## config.mk

```make
export PLATFORM = sky130hd
export DESIGN_NAME = rtc_sram_target
export DESIGN_NICKNAME = d
export VERILOG_FILES = /design/src/rtl/rtc_sram_target.sv
export SDC_FILE = /design/constraint.sdc
export NUM_CORES = 1
export LEC_CHECK = 0
export ABC_AREA = 1
export CAP_MARGIN = 10
export CORE_ASPECT_RATIO = 0.9
export CORE_MARGIN = 5
export CORE_UTILIZATION = 30
export DETAILED_ROUTE_END_ITERATION = 10
export GPL_TIMING_DRIVEN = 0
export MAX_ROUTING_LAYER = met4
export PLACE_DENSITY_LB_ADDON = 0.08
export SKIP_LAST_GASP = 1
export SYNTH_ARGS = -nofsm -noshare
export SYNTH_HDL_FRONTEND = slang
export SYNTH_SLANG_ARGS = --single-unit
export TNS_END_PERCENT = 100
```

## constraint.sdc

```tcl
create_clock -name clk -period 5 [get_ports clk]
set_clock_uncertainty 0.1 [all_clocks]
set_input_delay 0.75 -clock clk [delete_from_list [all_inputs] [get_ports clk]]
set_output_delay 0.75 -clock clk [all_outputs]
set_load 0.01 [all_outputs]
```

## src/rtl/rtc_sram_target.sv

```systemverilog
module rtc_sram_target #(
  parameter int          WORD_W      = 32,
  parameter int          SRAM_BYTES  = 64,
  parameter logic [31:0] CMD_RD_TIME = 32'h2000_0000,
  parameter logic [31:0] CMD_WR_TIME = 32'hA000_0000,
  parameter logic [31:0] CMD_RD_MEM  = 32'h2000_0100,
  parameter logic [7:0]  MEM_SEED    = 8'h5A,
  parameter logic [7:0]  MEM_STEP    = 8'd37
) (
  input  logic clk,
  input  logic rst_n,
  input  logic cs_n,
  input  logic sck,
  input  logic mosi,
  input  logic sec_tick,
  output logic miso
);
  localparam int CNT_W  = $clog2(WORD_W);
  localparam int ADDR_W = $clog2(SRAM_BYTES);
  localparam logic [2:0] M_CMD = 3'd0, M_RXT = 3'd1, M_TXT = 3'd2, M_TXM = 3'd3, M_IGN = 3'd4;

  logic [1:0]        cs_q, mosi_q;
  logic [2:0]        sck_q;
  logic [WORD_W-1:0] rx, tx, time_q;
  logic [CNT_W-1:0]  bitcnt;
  logic [2:0]        mode, bytebit;
  logic [ADDR_W-1:0] addr;
  logic              miso_q;

  function automatic logic [7:0] mem_byte(input logic [ADDR_W-1:0] a);
    return MEM_SEED + 8'(a) * MEM_STEP;
  endfunction

  wire desel = cs_q[1];
  wire rise  = !desel && sck_q[1] && !sck_q[2];
  wire fall  = !desel && !sck_q[1] && sck_q[2];
  wire [WORD_W-1:0] word = {rx[WORD_W-2:0], mosi_q[1]};
  wire last    = rise && (bitcnt == CNT_W'(WORD_W-1));
  wire wr_fire = last && (mode == M_RXT);

  assign miso = miso_q;

  always_ff @(posedge clk or negedge rst_n) begin
    if (!rst_n) begin
      cs_q    <= 2'b11;
      sck_q   <= '0;
      mosi_q  <= '0;
      rx      <= '0;
      tx      <= '0;
      time_q  <= '0;
      bitcnt  <= '0;
      mode    <= M_CMD;
      bytebit <= '0;
      addr    <= '0;
      miso_q  <= 1'b0;
    end else begin
      cs_q   <= {cs_q[0], cs_n};
      sck_q  <= {sck_q[1:0], sck};
      mosi_q <= {mosi_q[0], mosi};

      if (wr_fire)       time_q <= word;
      else if (sec_tick) time_q <= time_q + 1'b1;

      if (desel) begin
        bitcnt  <= '0;
        mode    <= M_CMD;
        tx      <= '0;
        addr    <= '0;
        bytebit <= '0;
        miso_q  <= 1'b0;
      end else begin
        if (rise) begin
          rx     <= word;
          bitcnt <= bitcnt + 1'b1;
          if (last) begin
            case (mode)
              M_CMD: begin
                if (word == CMD_RD_TIME) begin
                  mode <= M_TXT;
                  tx   <= time_q;
                end else if (word == CMD_WR_TIME) begin
                  mode <= M_RXT;
                end else if (word == CMD_RD_MEM) begin
                  mode    <= M_TXM;
                  tx      <= {mem_byte('0), (WORD_W-8)'(0)};
                  addr    <= ADDR_W'(1);
                  bytebit <= '0;
                end else begin
                  mode <= M_IGN;
                end
              end
              M_RXT:   mode <= M_IGN;
              default: ;
            endcase
          end
        end
        if (fall) begin
          case (mode)
            M_TXT: begin
              miso_q <= tx[WORD_W-1];
              tx     <= tx << 1;
            end
            M_TXM: begin
              miso_q  <= tx[WORD_W-1];
              bytebit <= bytebit + 1'b1;
              if (bytebit == 3'd7) begin
                tx   <= {mem_byte(addr), (WORD_W-8)'(0)};
                addr <= addr + 1'b1;
              end else begin
                tx <= tx << 1;
              end
            end
            default: ;
          endcase
        end
      end
    end
  end
endmodule

```

==> results.toml <==
[critical_path]
critPathMaxFanout = 6
criticalPathCategory = "reg -> reg"
end_kind = "flop"
start_kind = "flop"
cp.required_ps = 5210
worst-endpoint-arrival_ps = 3290
reg2reg_setup_slack_ps = 1910

[routing]
route.detailed.wl_per_inst_um = 16.7
drtAntennaViolNets = 0
finalWirelength_mm = 20.2
drc = 0
vias = 5820
drtIter0Drc = 384
via_per_inst = 4.82
drtPass1Iterations = 5

[grt]
grt_max_degree = 84
overflow = 0
grt_pass1_wl_mm = 32.3
antenna_found_initial = 0
first_global_vias = 5694
grt_use_total = 0.165

[logic_synthesis]
synthCells = 872
synth_most_common_cell = "nand2_1"
synthTopCellsByCount = "227 x nand2_1, 118 x dfrtp_1, 93 x inv_1"
ys_async_sr_fraction = 1.00
synth_top_area_frac = 0.437
yosysTopAreaCell = "dfrtp_1"
syn_avg_cell_area_um2 = 7.75
ys_seq_area_frac = 0.445
synth.distinct_cells = 43
ys_seq_elements = 120
synth_nets = 902
yosys_warnings = 0
synthFlopType = "dfrtp_1"
synth_edf_count = 0
netlist_area_um2 = 6760
yosys-top-cells-area = "dfrtp_1 44%, nand2_1 13%, a21oi_1 5.8%, inv_1 5.2%, ha_1 4.1%"

[pwr]
p_per_area_nw_per_um2 = 334
power_mw = 2.60
vdd_ir_drop_max_uv = 155
power_leakage_nw = 3.39

[sta]
fin_crit_ps = 3090
fin_crit_sh = 0.617
timing.hold.ws_ps = 124
fin_tns_setup_ps = 0
worst_pin_slew_ps = 833
max_freq_mhz = 324
hold_viol_final = 0
rsz0062_at_grt = "no"
setup-violations-final = 0
slew_viol_final = 0
slew_headroom = 0.440

[min_path]
holdCritPathClass = "in -> async"

[die]
die_w_um = 168
start_util = 0.303
die_h_um = 152
die_area_um2 = 25600
io_pins = 7
placeableCoreArea_um2 = 22300
row_count = 52

[cts]
cts_buffers = 17
clk_latency_ps = 420
cts_sinks = 120
post_cts_buffers = 0
cts_resized = 0
clockBufferDepth = 2
htree_levels = 4
cts_tree = "built"
hold_buffers = 0
clk_pin_slew_ps = 60
root_buffer = "clkbuf_16"

[finish]
final_cell_count_no_fill = 1208
layout.nets = 928
fill_cells = 2374
diodes = 0
fin_util = 0.349
drive_above_1_share = 0.0604
seqCellArea_um2 = 3010
area_growth_pct = 15.2
multi_input_area_um2 = 3240

[placement]
dp.cells = 1176
gp_congestion = 0.888
numPortBuffers = 6
place_hpwl_mm = 15.1

[flow_run]
drv_cap = 0

[run_status]
status = "complete, no violations"
[cells in the final DEF (no fill, tap or decap), drive strengths merged, types with 3 or more instances in the layout]
cell           synthesis  final
o22ai                  9      9
buf                   13     15
clkinv                 2      4
dfrtp                118    118
nor2                  72     72
ha                    22     22
o31ai                  3      3
xor2                  19     19
nand2                227    227
clkdlybuf4s50          0      5
o21bai                 5      5
a211oi                 3      3
o221ai                 9      9
a21oi                 79     79
clkbuf                19     36
clkinvlp               0      6
a31oi                 23     23
nand4                  8      8
nand3                 48     48
inv                   96    102
a22o                   3      3
nor3                  16     16
o211ai                 4      4
o21ai                 53     53
xnor2                  6      6
[flip-flops by register name, summed over array words and instances (netlist names), 2 cells and up]
signal and cells:
time_q 32, tx 32, rx 31, addr 6
bitcnt 5, bytebit 3, mode 3, sck_q 3
cs_q 2, mosi_q 2
[cells by family (layout without fill, tap and decap cells)]
family / Yosys count / count (layout) / synth area share
and+or+nand+nor: 378 / 378 / 0.235
AOI/OAI and AO/OA: 195 / 195 / 0.164
buffers and inverters: 130 / 169 / 0.0766
DFF: 120 / 120 / 0.445
xor gates and xnor gates: 25 / 25 / 0.0324
adders and majority gates: 24 / 24 / 0.0466
[layer usage]
layer | GRT usage | part of all wire | vias to the layer above
met5 | - | 0 | -
met4 | 0.0398 | 0.011 | 0
met3 | 0.0265 | 0.025 | 14
met2 | 0.232 | 0.42 | 66
met1 | 0.249 | 0.54 | 2780
li1 | - | - | 2960
[layout make-up]
| cell class | count | area share |
|---|---|---|
| inverter | 98 | 0.0472 |
| tap | 297 | 0.0477 |
| timing repair buffer | 7 | 0.0114 |
| multi-input combinational | 622 | 0.415 |
| clock inverter | 15 | 0.0185 |
| buffer | 32 | 0.0193 |
| clock buffer | 17 | 0.0546 |
| sequential | 120 | 0.386 |
[stage by stage]
stage               worst slack, ps  area [um^2]
finish                         1910         7790
floorplan                      2200         6760
CTS                            1870         7790
global route                   1630         7790
global placement              -2200         7190
detailed placement             1880         7220
[path summary, 6_finish.rpt]
| kind | startpoint | to | cells past startpoint |
|---|---|---|---|
| worst max-delay path | addr[1] | tx[31] | 16 |
| worst min-delay path | rst_n | tx[11] | 1 |
| worst max register to register | addr[1] | tx[31] | 16 |
| worst min register to register | sck_q[0] | sck_q[1] | 0 |
| max in group asynchronous | rst_n | cs_q[1] | 2 |
| min in group clk | sck_q[0] | sck_q[1] | 0 |
[critical path: stages (launching register included)]
cell,delay [ps]
dfrtp_1,470
inv_1,150
ha_1,310
inv_1,50
fa_1,520
inv_1,40
ha_1,280
ha_1,330
nand2_1,80
nor2_1,80
nand2_1,60
nand2_1,80
inv_1,40
nand3_1,70
nand3_1,100
a21oi_1,170
nor2_1,50
[report_power, final]
| part | internal (mW) | switching, mW | total (mW) |
|---|---|---|---|
| Combinational | 0.0935 | 0.163 | 0.257 |
| Clock | 0.693 | 0.502 | 1.19 |
| Sequential | 1.04 | 0.109 | 1.15 |
| Total | 1.83 | 0.774 | 2.60 |
Note: power is estimated with default switching activity, not from simulation.
